===== src/rtl/uft_pkg.sv =====
package uft_pkg;
  localparam int DATA_W  = 8;
  localparam int LEN_MIN = 5;
  localparam int WORD_W  = DATA_W + 1;

  typedef enum logic [1:0] {
    PK_EVEN  = 2'd0,
    PK_ODD   = 2'd1,
    PK_ONE   = 2'd2,
    PK_ZERO  = 2'd3
  } parity_kind_e;

  typedef enum logic [1:0] {
    ST_IDLE = 2'd0,
    ST_WAIT = 2'd1,
    ST_SEND = 2'd2,
    ST_STOP = 2'd3
  } tx_state_e;
endpackage


===== src/rtl/uft_format.sv =====
// Builds the per-frame word (data bits then the optional middle bit),
// the number of bit slots after the start bit, and the stop length.
module uft_format
  import uft_pkg::*;
#(
  parameter int OS     = 16,
  parameter int STOP_W = $clog2(2 * OS),
  parameter int SLOT_W = 4
) (
  input  logic [DATA_W-1:0] data,
  input  logic              extra,
  input  logic [1:0]        len_code,
  input  logic              par_en,
  input  logic [1:0]        par_kind,
  input  logic              extra_en,
  input  logic              long_stop,
  output logic [WORD_W-1:0] word,
  output logic [SLOT_W-1:0] slots,
  output logic [STOP_W-1:0] stop_m1
);
  localparam int SHORT_STOP = OS;
  localparam int HALF_STOP  = OS + OS / 2;
  localparam int FULL_STOP  = 2 * OS;

  logic [SLOT_W-1:0] n_bits;
  logic [DATA_W-1:0] keep;
  logic [DATA_W-1:0] kept;
  logic              ones_odd;
  logic              mid_bit;
  logic              mid_on;
  parity_kind_e      kind;

  assign n_bits = SLOT_W'(LEN_MIN) + SLOT_W'(len_code);
  assign kind   = parity_kind_e'(par_kind);

  for (genvar i = 0; i < DATA_W; i++) begin : g_keep
    assign keep[i] = (SLOT_W'(i) < n_bits);
  end

  assign kept     = data & keep;
  assign ones_odd = ^kept;
  assign mid_on   = par_en | extra_en;

  always_comb begin
    if (par_en) begin
      unique case (kind)
        PK_EVEN: mid_bit = ones_odd;
        PK_ODD:  mid_bit = ~ones_odd;
        PK_ONE:  mid_bit = 1'b1;
        default: mid_bit = 1'b0;
      endcase
    end else begin
      mid_bit = extra;
    end
  end

  always_comb begin
    word = '1;
    for (int i = 0; i < DATA_W; i++) begin
      if (keep[i]) word[i] = data[i];
    end
    word[n_bits] = mid_bit;
  end

  assign slots = n_bits + SLOT_W'(mid_on);

  always_comb begin
    if (!long_stop)          stop_m1 = STOP_W'(SHORT_STOP - 1);
    else if (len_code == '0) stop_m1 = STOP_W'(HALF_STOP - 1);
    else                     stop_m1 = STOP_W'(FULL_STOP - 1);
  end
endmodule


===== src/rtl/uft_serializer.sv =====
// Frame sequencer: handshake, start bit, word shifting, stop countdown.
module uft_serializer
  import uft_pkg::*;
#(
  parameter int OS     = 16,
  parameter int STOP_W = $clog2(2 * OS),
  parameter int SLOT_W = 4
) (
  input  logic              clk,
  input  logic              rst_n,
  input  logic              tick_en,
  input  logic              in_valid,
  output logic              in_ready,
  input  logic [WORD_W-1:0] word,
  input  logic [SLOT_W-1:0] slots,
  input  logic [STOP_W-1:0] stop_m1,
  output logic              tx_line,
  output logic              busy
);
  localparam int SUB_W = $clog2(OS);
  localparam logic [SUB_W-1:0] SUB_LAST = SUB_W'(OS - 1);

  tx_state_e         st_q;
  logic [WORD_W-1:0] sh_q;
  logic [SLOT_W-1:0] left_q;
  logic [SUB_W-1:0]  sub_q;
  logic [STOP_W-1:0] stop_len_q;
  logic [STOP_W-1:0] stop_rem_q;
  logic              line_q;

  always_ff @(posedge clk) begin
    if (!rst_n) begin
      st_q       <= ST_IDLE;
      sh_q       <= '1;
      left_q     <= '0;
      sub_q      <= '0;
      stop_len_q <= '0;
      stop_rem_q <= '0;
      line_q     <= 1'b1;
    end else begin
      unique case (st_q)
        ST_IDLE: begin
          if (in_valid) begin
            sh_q       <= word;
            left_q     <= slots;
            stop_len_q <= stop_m1;
            st_q       <= ST_WAIT;
          end
        end
        ST_WAIT: begin
          if (tick_en) begin
            line_q <= 1'b0;
            sub_q  <= '0;
            st_q   <= ST_SEND;
          end
        end
        ST_SEND: begin
          if (tick_en) begin
            if (sub_q == SUB_LAST) begin
              sub_q <= '0;
              if (left_q != '0) begin
                line_q <= sh_q[0];
                sh_q   <= {1'b1, sh_q[WORD_W-1:1]};
                left_q <= left_q - 1'b1;
              end else begin
                line_q     <= 1'b1;
                stop_rem_q <= stop_len_q;
                st_q       <= ST_STOP;
              end
            end else begin
              sub_q <= sub_q + 1'b1;
            end
          end
        end
        default: begin
          if (tick_en) begin
            if (stop_rem_q == STOP_W'(1)) st_q <= ST_IDLE;
            else                          stop_rem_q <= stop_rem_q - 1'b1;
          end
        end
      endcase
    end
  end

  assign in_ready = (st_q == ST_IDLE);
  assign busy     = (st_q != ST_IDLE);
  assign tx_line  = line_q;

  assert_idle_line_high_R1: assert property (@(posedge clk) disable iff (!rst_n)
    (st_q == ST_IDLE || st_q == ST_WAIT) |-> tx_line);

  assert_start_low_R2: assert property (@(posedge clk) disable iff (!rst_n)
    (st_q == ST_WAIT && tick_en) |=> !tx_line);

  assert_slot_bound_R5: assert property (@(posedge clk) disable iff (!rst_n)
    left_q <= SLOT_W'(WORD_W));

  assert_stop_high_R7: assert property (@(posedge clk) disable iff (!rst_n)
    (st_q == ST_STOP) |-> tx_line);

  assert_ready_drop_R9: assert property (@(posedge clk) disable iff (!rst_n)
    (in_valid && in_ready) |=> !in_ready);

  assert_cfg_hold_R10: assert property (@(posedge clk) disable iff (!rst_n)
    (st_q != ST_IDLE) |=> $stable(stop_len_q));

  assert_tick_only_R11: assert property (@(posedge clk) disable iff (!rst_n)
    !tick_en |=> $stable(tx_line));
endmodule


===== src/rtl/uart_frame_tx.sv =====
module uart_frame_tx
  import uft_pkg::*;
#(
  parameter int OVERSAMPLE = 16
) (
  input  logic        clk,
  input  logic        rst_n,
  input  logic        tick_en,
  input  logic [1:0]  cfg_len,
  input  logic        cfg_parity_en,
  input  logic [1:0]  cfg_parity_kind,
  input  logic        cfg_extra_en,
  input  logic        cfg_long_stop,
  input  logic        in_valid,
  output logic        in_ready,
  input  logic [7:0]  in_data,
  input  logic        in_extra,
  output logic        tx_line,
  output logic        busy
);
  localparam int STOP_W = $clog2(2 * OVERSAMPLE);
  localparam int SLOT_W = $clog2(WORD_W + 1);

  logic [WORD_W-1:0] word;
  logic [SLOT_W-1:0] slots;
  logic [STOP_W-1:0] stop_m1;

  uft_format #(.OS(OVERSAMPLE), .STOP_W(STOP_W), .SLOT_W(SLOT_W)) u_format (
    .data      (in_data),
    .extra     (in_extra),
    .len_code  (cfg_len),
    .par_en    (cfg_parity_en),
    .par_kind  (cfg_parity_kind),
    .extra_en  (cfg_extra_en),
    .long_stop (cfg_long_stop),
    .word      (word),
    .slots     (slots),
    .stop_m1   (stop_m1)
  );

  uft_serializer #(.OS(OVERSAMPLE), .STOP_W(STOP_W), .SLOT_W(SLOT_W)) u_serializer (
    .clk      (clk),
    .rst_n    (rst_n),
    .tick_en  (tick_en),
    .in_valid (in_valid),
    .in_ready (in_ready),
    .word     (word),
    .slots    (slots),
    .stop_m1  (stop_m1),
    .tx_line  (tx_line),
    .busy     (busy)
  );
endmodule


===== config.mk =====
export PLATFORM = sky130hd
export DESIGN_NAME = uart_frame_tx
export DESIGN_NICKNAME = d
export VERILOG_FILES = /design/src/rtl/uft_pkg.sv /design/src/rtl/uft_format.sv /design/src/rtl/uft_serializer.sv /design/src/rtl/uart_frame_tx.sv
export SDC_FILE = /design/constraint.sdc
export NUM_CORES = 1
export LEC_CHECK = 0
export ABC_AREA = 1
export BUFFER_PORTS_ARGS = -buffer_cell sky130_fd_sc_hd__buf_4
export CORE_MARGIN = 1.5
export CORE_UTILIZATION = 55
export DETAILED_ROUTE_END_ITERATION = 16
export PLACE_DENSITY = 0.86
export SKIP_CTS_REPAIR_TIMING = 1
export SYNTH_ARGS = -nofsm -noshare
export SYNTH_HDL_FRONTEND = slang
export SYNTH_HIERARCHICAL = 1
export SYNTH_SLANG_ARGS = --single-unit

===== constraint.sdc =====
create_clock -name clk -period 2.5 [get_ports clk]
set_clock_uncertainty 0.1 [all_clocks]
set_input_delay 0.75 -clock clk [delete_from_list [all_inputs] [get_ports clk]]
set_output_delay 0.75 -clock clk [all_outputs]
set_load 0.005 [all_outputs]

* After elaboration in Yosys (flattened, before gate mapping)
Index checks and enable logic that the tools add are counted.
** Cells by class
- Add/subtract/negate cells :: 5
- Magnitude comparators :: 10
- Eq/ne operators :: 13
- Muxes and demuxes :: 48
- Bitwise logic cells :: 4
- Reduce and logical (&&, ||, !) cells :: 18
** Operators by type and width (count)
- 2-to-1 mux 9 bit :: 4
- 2-to-1 mux 4 bit :: 8
- 2-to-1 mux 5 bit :: 6
- case mux 9 bit (2 select lines) :: 1
- < comparator 3 x 4 -> 1 bit, first input constant :: 4
- case mux 4 bit (2 select lines) :: 2
- 2-to-1 mux 1 bit :: 14
- 2-to-1 mux 2 bit :: 7
- inequality test 2 bit, second input constant :: 5
- case mux 5 bit (2 select lines) :: 1
- AND reduction 5 bit :: 2
- bitwise mux 9 bit :: 1
- AND 8 bit :: 1
- < comparator 1 x 4 -> 1 bit, first input constant :: 2
- < comparator 2 x 4 -> 1 bit, first input constant :: 2
- nonzero test 2 bit :: 4
- nonzero test 4 bit :: 2
- parity 8 bit :: 1
- AND reduction 7 bit :: 1
- zero test 2 bit :: 3
- case mux 2 bit (3 select lines) :: 1
- == test 5 x 1 -> 1 bit, second input constant :: 1
- < comparator 4 x 5 -> 1 bit, second input constant :: 1
- subtractor 5 x 1 -> 5 bit, second input constant :: 1
- 19 further kinds :: 23
** Word-level totals
- Register bits :: 30
- Input port bits :: 20
- Output and inout bits :: 3
- Logic and storage cells :: 105

* Depth between registers and ports, before layout
Gate-level depths: netlist (run 1).
- Word-level depth :: 10
- Depth in mapped cells :: 19
- Depth with buffers taken out :: 19

* Modules after synthesis
Netlist (run 1), hierarchy kept.
** Modules (own cells, without submodules)
- uft_serializer :: times used 1, cells each 268, area an instance 1701.6 sq um
- uft_format :: times used 1, cells each 80, area an instance 429.2 sq um

* Worst setup path after synthesis (run 1)
OpenSTA, ideal clock, no wires.
- Path type :: input to register
- Start :: input port cfg_len[0]
- End :: register u_serializer.sh_q[6]
- Arrival :: 2.015 ns
- Required time :: 2.266 ns
- Slack :: 0.251 ns
- Stages on the path :: 16
- Buffers on the path :: 0
- Cell sequence :: inv_1 ha_1 nor2_1 inv_1 nand3_1 nand2_2 nand2_1 nand2_1 nand3_1 nand4_2 nand3_1 nand2_1 nand2_1 nand2_1 nand2_1 nand3_1
** Between the ends
- Word-level cells in the longest chain between the ends :: 10
- Elaborated cells on any way between the ends :: 23
- Those cells by class :: 1 x add/sub; 10 x order compare; 8 x mux; 2 x bitwise; 2 x reduce/logical
** RTL lines
- start, declared :: RTL line uart_frame_tx.sv:9 : input logic [1:0] cfg_len,
- adder 3 x 2 -> 4 bit (*) :: RTL line uft_format.sv:33 : assign n_bits = SLOT_W'(LEN_MIN) + SLOT_W'(len_code);
- < comparator 1 x 4 -> 1 bit, or another cell as far along :: RTL line uft_format.sv:37 : assign keep[i] = (SLOT_W'(i) < n_bits);
- AND 8 bit :: RTL line uft_format.sv:40 : assign kept = data & keep;
- parity 8 bit :: RTL line uft_format.sv:41 : assign ones_odd = ^kept;
- NOT 1 bit :: RTL line uft_format.sv:48 : PK_ODD: mid_bit = ~ones_odd;
- case mux 1 bit (3 select lines) :: RTL line uft_format.sv:46 : unique case (kind)
- 2-to-1 mux 1 bit :: RTL line uft_format.sv:45 : if (par_en) begin
- bitwise mux 9 bit (*) :: RTL line uft_format.sv:62 : word[n_bits] = mid_bit;
- via word[6] :: RTL line uart_frame_tx.sv:24 : logic [WORD_W-1:0] word;
- 2-to-1 mux 9 bit (*) :: RTL line uft_serializer.sv:43 : if (in_valid) begin
- case mux 9 bit (2 select lines) (*) :: RTL line uft_serializer.sv:41 : unique case (st_q)
- end signal, assigned :: RTL line uft_serializer.sv:44 : sh_q <= word;
- end signal, assigned :: RTL line uft_serializer.sv:63 : sh_q <= {1'b1, sh_q[WORD_W-1:1]};
- end, declared :: RTL line uft_serializer.sv:24 : logic [WORD_W-1:0] sh_q;
The timed path passes the listed nets; every way through them passes the cells marked *. The select of a mux whose other input is x is not followed.
A chain may end at the register's enable or synchronous reset.

* Worst setup path in the final report (run 1)
- Start :: input port cfg_len[0]
- End :: register u_serializer.sh_q[7]
The elaborated chain is that of the path after synthesis.

==> results_dict.tcl, run 1 <==
set metrics [dict create \
    multi_input_area_um2 1240 \
    design_area_um2 2370 \
    antenna_found_initial 0 \
    grt_max_degree 27 \
    drc_errors 0 \
    min_period_over_period_pct 90.5 \
    dr.pass1.iters 6 \
    cp.arrival_ns 2.32 \
    numCtsBuffers 5 \
    clock_tree.buffer_depth 2 \
    cts_tree "yes" \
    n_antenna_cell 0 \
    die_w_um 65.2 \
    path_class "in2reg" \
    worst_path_max_delay_cell "ha_1" \
    die_y_um 65.2 \
    synth_cell_types 29 \
    synth_common_cells "109 x nand2_1, 52 x nor2_1, 41 x inv_1" \
    timing.critical_path.buf_inv 3 \
    period_needed_ns 2.26 \
    p_per_area_nw_per_um2 956 \
    layout.nets 399 \
    tns_ns 0 \
    nFillCells 358 \
    ys_warn_count 6 \
    cts.reportedPaths.clkPinSlew_ns 0.06 \
    htree_levels 2 \
    drv_cap 0 \
    die-area_um2 4260 \
    overflow 0 \
    ys_seq_area_share_pct 28.2 \
    synth_top_area_share_pct 28.2 \
    initial_core_util_pct 57.8 \
    clock_latency_ns 0.29 \
    synthToLayoutAreaGrowth_pct 11.2 \
    synth_area_leaders "dfxtp_1 28%, nand2_1 19%, nor2_1 9.2%" \
    crit_fanout 4 \
    startpoint_type "input pin" \
    drt-total-wl_mm 4.32 \
    vias 2058 \
    rsz0062_at_grt "no" \
    ys_ff_latch 30 \
    synth-edff-count 0 \
    drive_gt1_share_pct 13.1 \
    synth_top_cell_by_area "dfxtp_1" \
    cpMostUsedCell "nand2_1" \
    grt_pass1_vias 1894 \
    gr-usage-all-layers_pct 22.4 \
    syn_area_um2 2130 \
    ir_drop_uv 496 \
    wire_per_inst_um 10.4 \
    end_kind "flop" \
    hold_viol_final 0 \
    crit_family "simple AND/OR/NAND/NOR gates" \
    io_buffers 22 \
    setup_viol 0 \
    p_leak_nw 1.27 \
    worst_slew_pin_slew_ns 0.515 \
    synth_area_per_cell_um2 6.12 \
    hp-class "reg2reg" \
    regArea_um2 601 \
    core-area_um2 3690 \
    relSlewSlack_pct 65.6 \
    dpl.hpwl_mm 3.18 \
    pin_count 23 \
    cts.sinks 30 \
    dpl_cell_area_um2 2280 \
    synthArstFlopShare_pct 0 \
    required_ns 2.56 \
    antenna_left 0 \
    synth_ff_type "dfxtp_1" \
    crit_chain "buf_4, inv_1, ha_1, nor2_1, inv_1, nand3_1, nand2_2, nand2_1, nand2_1, nand3_1, nand4_2, nand3_1, nand2_1, nand2_1, nand2_1, nand2_1, nand3_1" \
    syn-instance-count 348 \
    grt_pass1_wl_mm 7.63 \
    rows 22 \
    clock-root-buffer "clkbuf_8" \
    fmax_mhz 442 \
    synth_most_common_cell "nand2_1" \
    gp_congestion 0.875 \
    drv_slew 0 \
    drt_iter0_drc 83 \
    outcome "complete, no violations" \
    critical_path.max_stage_delay_ns 0.23 \
    viasPerCell 4.97 \
]
-- routing by layer --
layer	vias to the layer above	routed length, um	GRT usage (%)
met4	0	47	7.03
met5	-	0	0
met3	5	148	4.62
met1	928	2010	26.3
li1	1095	-	-
met2	30	2110	40.7
-- report_power, final --
| group | switching (mW) | internal [mW] |
|---|---|---|
| clock | 0.181 | 0.222 |
| combinational | 0.707 | 0.424 |
| sequential | 0.102 | 0.629 |
-- final timing paths --
kind / startpoint / to / slack [ns] / cells after the start
setup reg to reg: u_serializer/st_q[0] / u_serializer/left_q[2] / 0.28 / 7
hold / removal: u_serializer/sh_q[0] / u_serializer/sh_q[0] / 0.35 / 2
hold reg to reg: u_serializer/sh_q[0] / u_serializer/sh_q[0] / 0.35 / 2
setup / recovery: cfg_len[0] / u_serializer/sh_q[7] / 0.24 / 17
-- registers in the layout (all words and copies together), names as in the netlist --
| register | cells |
|---|---|
| u_serializer/sh_q | 9 |
| u_serializer/sub_q | 4 |
| u_serializer/stop_rem_q | 5 |
| u_serializer/stop_len_q | 5 |
| u_serializer/left_q | 4 |
| u_serializer/tx_line | 1 |
| u_serializer/st_q | 2 |
-- worst register-to-register path, cell delays in order (launching register included) --
cell and delay, ns:
dfxtp_1 0.34, inv_1 0.09, ha_1 0.38, inv_2 0.25, nand2_1 0.20, nand4_1 0.45
nor2_1 0.25, nor2_1 0.07
-- placed cells by master, fill, tap and decap left out, drive strengths merged --
cell,Yosys,routed
a21oi,9,9
buf,14,27
clkbuf,5,7
clkinv,0,1
conb,1,3
dfxtp,30,30
fa,1,1
ha,13,13
inv,45,45
nand2,113,113
nand3,26,26
nand4,4,4
nor2,54,54
nor3,2,2
o211ai,1,1
o21ai,21,21
o21bai,5,5
or2,2,2
xnor2,2,2
-- through the flow --
stage	util (%)	hold slack, ns	power [mW]	setup slack [ns]	std cells
floorplan	-	0.324	1.65	0.251	350
global placement	61.7	0.333	1.82	0.0771	406
detailed placement	61.7	0.339	1.86	-0.0132	406
CTS	64.2	0.355	2.27	0.285	414
global route	64.2	0.390	2.50	0.0325	414
finish	64.2	0.354	2.27	0.237	414
-- layout make-up --
class	count	share of cell area, %
clock buffer	7	3.65
clock inverter	1	0.211
inverter	45	7.13
multi-input combinational	256	52.6
sequential	30	25.4
tap	48	2.54
timing repair buffer	27	8.56
-- cells by family after synthesis --
logic type	count (synthesis)	share of synthesized area (%)
AND/OR/NAND/NOR	201	39.0
AO/OA/AOI/OAI	36	9.51
buffers and inverters	64	13.7
adder cells (fa/ha/maj)	14	8.57
flip-flops	30	28.2
other	1	0.176
XOR/XNOR	2	0.822
No activity file was read; power rests on OpenSTA's default activity.
==> run 2, diff against run 1 <==
--- a/config.mk
+++ b/config.mk
@@ -7,7 +7,6 @@
 export LEC_CHECK = 0
 export ABC_AREA = 1
 export BUFFER_PORTS_ARGS = -buffer_cell sky130_fd_sc_hd__buf_4
-export CORE_MARGIN = 1.5
 export CORE_UTILIZATION = 55
 export DETAILED_ROUTE_END_ITERATION = 16
 export PLACE_DENSITY = 0.86
==> results_dict.tcl, run 2 (synthesis gave the netlist of run 1 again) <==
set metrics [dict create \
    relSlewSlack_pct 66.3 \
    rsz0062_at_grt "no" \
    tns_ns 0 \
    antenna_left 0 \
    vias 2074 \
    viasPerCell 5.01 \
    grt_pass1_wl_mm 7.57 \
    pin_count 23 \
    reg.largest.list "u_serializer/sh_q x9, u_serializer/stop_len_q x5, u_serializer/stop_rem_q x5" \
    gp_congestion 0.856 \
    grt_pass1_vias 1872 \
    dpl.hpwl_mm 3.20 \
    grt_max_degree 27 \
    rows 22 \
    overflow 0 \
    die_w_um 64.2 \
    min_period_over_period_pct 89.7 \
    io_buffers 22 \
    drv_cap 0 \
    die-area_um2 4130 \
    synthToLayoutAreaGrowth_pct 11.2 \
    outcome "complete, no violations" \
    period_needed_ns 2.24 \
    layout_commonest_cell "nand2_1" \
    most-common-layout-cells "109 x nand2_1, 52 x nor2_1, 41 x inv_1" \
    clock_tree.buffer_depth 2 \
    hp-class "reg2reg" \
    setup_viol 0 \
    drt_iter0_drc 79 \
    numCtsBuffers 5 \
    drv_slew 0 \
    worst_path_max_delay_cell "ha_1" \
    nFillCells 359 \
    n_antenna_cell 0 \
    cp.arrival_ns 2.30 \
    clock-root-buffer "clkbuf_8" \
    dr.pass1.iters 4 \
    clock_latency_ns 0.29 \
    largest_register_ffs 9 \
    path_class "in2reg" \
    required_ns 2.55 \
    drive_gt1_share_pct 13.1 \
    die_y_um 64.2 \
    regArea_um2 601 \
    wire_per_inst_um 10.6 \
    ir_drop_uv 438 \
    p_leak_nw 1.27 \
    crit_fanout 4 \
    cpMostUsedCell "nand2_1" \
    crit_chain "buf_4, inv_1, ha_1, nor2_1, inv_1, nand3_1, nand2_2, nand3_1, nand2_1, nand2_1, nand4_2, nand3_1, nand2_1, nand2_1, nand2_1, nand2_1, nand3_1" \
    regMostFlops "u_serializer/sh_q" \
    multi_input_area_um2 1240 \
    worst_slew_pin_slew_ns 0.504 \
    drc_errors 0 \
    p_per_area_nw_per_um2 962 \
    gr-usage-all-layers_pct 23.0 \
    initial_core_util_pct 57.8 \
    post-place-ws_ns -0.0138 \
    antenna_found_initial 0 \
    worst_slack_ns 0.257 \
    hold_viol_final 0 \
    drt-total-wl_mm 4.39 \
    htree_levels 2 \
    end_kind "flop" \
    layout.nets 399 \
    critical_path.max_stage_delay_ns 0.23 \
    fmax_mhz 446 \
    hold_ws_ns 0.359 \
    core-area_um2 3690 \
    cts.reportedPaths.clkPinSlew_ns 0.06 \
    startpoint_type "input pin" \
    crit_family "simple AND/OR/NAND/NOR gates" \
    cts.sinks 30 \
    cts_tree "yes" \
    timing.critical_path.buf_inv 3 \
]
-- run 2: cell counts in the layout (fill, tap and decap cells not counted) --
Identical to the previous run, type by type.
-- run 2: area by class of cell --
| class | instances | share of cell area [%] |
|---|---|---|
| Multi-Input combinational cell | 256 | 52.6 |
| Sequential cell | 30 | 25.4 |
| Timing Repair Buffer | 27 | 8.56 |
| Inverter | 45 | 7.13 |
| Clock buffer | 7 | 3.65 |
| Tap cell | 48 | 2.54 |
| Clock inverter | 1 | 0.211 |
-- run 2: stage by stage --
step	cell area (um^2)	instances	utilization [%]	total power, mW
finish	2370	414	64.2	2.28
floorplan	2140	350	-	1.65
global placement	2280	406	61.7	1.82
CTS	2370	414	64.2	2.28
global route	2370	414	64.2	2.50
detailed placement	2280	406	61.7	1.87
-- run 2: final timing paths --
path,slack [ns],cells after the start,to,startpoint
worst max-delay path,0.26,17,u_serializer/sh_q[7],cfg_len[0]
worst min-delay path,0.36,2,u_serializer/sh_q[0],u_serializer/sh_q[0]
worst max register to register,0.31,7,u_serializer/left_q[1],u_serializer/st_q[0]
worst min register to register,0.36,2,u_serializer/sh_q[0],u_serializer/sh_q[0]
-- run 2: worst reg2reg max path, stage by stage (launching register included) --
cell and delay (ns):
dfxtp_1 0.34, inv_1 0.09, ha_1 0.38, inv_2 0.25, nand2_1 0.21, nand4_1 0.44, nor2_1 0.22, nor2_1 0.06
-- run 2: power breakdown --
part | internal [mW] | total [mW] | switching, mW
sequential | 0.629 | 0.735 | 0.106
clock | 0.222 | 0.405 | 0.183
combinational | 0.427 | 1.14 | 0.712
-- run 2: per-layer routing --
metal,track usage [%],part of all wire (%)
met3,4.82,3.8
met1,26.2,45
met4,7.78,1.5
met5,0,0
met2,42.1,49
==> run 3, diff against run 2 <==
--- a/config.mk
+++ b/config.mk
@@ -7,9 +7,9 @@
 export LEC_CHECK = 0
 export ABC_AREA = 1
 export BUFFER_PORTS_ARGS = -buffer_cell sky130_fd_sc_hd__buf_4
-export CORE_UTILIZATION = 55
+export CORE_UTILIZATION = 53
 export DETAILED_ROUTE_END_ITERATION = 16
-export PLACE_DENSITY = 0.86
+export PLACE_DENSITY = 0.87
 export SKIP_CTS_REPAIR_TIMING = 1
 export SYNTH_ARGS = -nofsm -noshare
 export SYNTH_HDL_FRONTEND = slang
==> constraint.sdc (replaced) <==
create_clock -name clk -period 2 [get_ports clk]
set_clock_uncertainty 0.1 [all_clocks]
set_input_delay 0.6 -clock clk [delete_from_list [all_inputs] [get_ports clk]]
set_output_delay 0.6 -clock clk [all_outputs]
set_load 0.005 [all_outputs]
==> results_dict.tcl, run 3 (synthesis gave the netlist of run 1 again) <==
set metrics [dict create \
    outcome "finished, violations left" \
    violations "setup timing" \
    p_per_area_nw_per_um2 1160 \
    min_period_over_period_pct 104 \
    clock-root-buffer "clkbuf_8" \
    fmax_mhz 481 \
    dpl_cell_area_um2 2340 \
    hp-class "reg2reg" \
    overflow 0 \
    layout_commonest_cell "nand2_1" \
    n_antenna_cell 0 \
    dpl.hpwl_mm 3.36 \
    grt_max_degree 27 \
    drt_iter0_drc 135 \
    drt-total-wl_mm 4.84 \
    drv_cap 0 \
    dr.pass1.iters 4 \
    p_leak_nw 1.32 \
    die-area_um2 4280 \
    numCtsBuffers 5 \
    synthToLayoutAreaGrowth_pct 18.8 \
    io_buffers 22 \
    core-area_um2 3770 \
    gp_congestion 0.813 \
    grt_pass1_wl_mm 8.14 \
    required_ns 2.06 \
    htree_levels 2 \
    wire_per_inst_um 11.4 \
    antenna_found_initial 0 \
    grt_pass1_vias 2018 \
    startpoint_type "input pin" \
    cts_tree "yes" \
    die_y_um 65.4 \
    clock_latency_ns 0.28 \
    layout.nets 408 \
    die_w_um 65.4 \
    post-place-ws_ns -0.315 \
    vias 2172 \
    rsz0062_at_grt "yes" \
    clock_tree.buffer_depth 2 \
    antenna_left 0 \
    pin_count 23 \
    crit_chain "buf_8, clkinvlp_4, ha_4, inv_4, nand2_2, nand2_2, nand2_2, nand2_2, nand2_2, nand2_2, nand2_1, nand2_1, nand4_2, nand3_1, nand2_1, nand2_1, nand2_1, nand2_1, nand3_1" \
    crit_fanout 4 \
    ir_drop_uv 356 \
    gr-usage-all-layers_pct 24.4 \
    end_kind "flop" \
    reg.largest.list "u_serializer/sh_q x9, u_serializer/stop_len_q x5, u_serializer/stop_rem_q x5" \
    design_area_um2 2530 \
    initial_core_util_pct 56.5 \
    path_class "in2reg" \
    drive_gt1_share_pct 20.5 \
    viasPerCell 5.13 \
    cts.reportedPaths.clkPinSlew_ns 0.06 \
    regMostFlops "u_serializer/sh_q" \
    setup_viol 4 \
    largest_register_ffs 9 \
    drc_errors 0 \
    hold_viol_final 0 \
    cp.arrival_ns 2.14 \
    most-common-layout-cells "103 x nand2_1, 51 x nor2_1, 36 x inv_1" \
    drv_slew 0 \
    worst_path_max_delay_cell "ha_4" \
    cts.sinks 30 \
    rows 22 \
    critical_path.max_stage_delay_ns 0.19 \
    worst_slack_ns -0.0780 \
    period_needed_ns 2.08 \
]
run 3: cell count changes in the layout (fill, tap and decap cells not counted), sizes merged:
cell      before  now
buf           27   36
inv           45   44
clkinvlp       0    1
run 3: report_power, final:
part	leakage, nW	switching, mW	total [mW]	internal, mW
sequential	0.247	0.133	0.919	0.786
clock	0.0482	0.224	0.501	0.277
combinational	1.02	0.930	1.51	0.581
total	1.32	1.29	2.93	1.64
run 3: cell type report:
type	instances	area (um^2)
fill	353	1240
timing repair buffer	36	278
clock buffer	7	86.3
multi-input combinational	256	1330
clock inverter	1	5.00
inverter	45	175
sequential	30	601
tap	48	60.1
run 3: through the flow:
step           util (%)  std cells  setup TNS, ns  power [mW]  hold WS (ns)
2_1_floorplan         -        350         -0.247        2.06         0.324
3_3_place_gp       62.1        413         -0.944        2.32         0.334
3_5_place_dp       62.1        413          -1.35        2.38         0.344
4_1_cts            64.5        421        -0.0291        2.91         0.360
5_1_grt            67.2        423         -0.750        3.23         0.384
6_report           67.2        423         -0.236        2.93         0.359
run 3: worst paths after layout:
path	startpoint	endpoint	slack, ns	cells after the start
worst min-delay path	u_serializer/sh_q[0]	u_serializer/sh_q[0]	0.36	2
worst min register to register	u_serializer/sh_q[0]	u_serializer/sh_q[0]	0.36	2
worst max register to register	u_serializer/st_q[0]	u_serializer/left_q[2]	0.25	8
worst max-delay path	cfg_len[0]	u_serializer/sh_q[7]	-0.08	19
run 3: worst max-delay path: cells and delay by family:
| family | cells | cell delay (ns) |
|---|---|---|
| adder cells (fa/ha/maj) | 1 | 0.19 |
| buffers and inverters | 3 | 0.27 |
| AND/OR/NAND/NOR | 15 | 1.07 |
run 3: per-layer routing:
layer	global-route usage [%]	vias to the layer above	wire length, um
li1	-	1111	-
met1	28.1	991	2020
met2	42.9	60	2490
met3	4.17	10	230
met4	12.0	0	103
met5	0	-	0
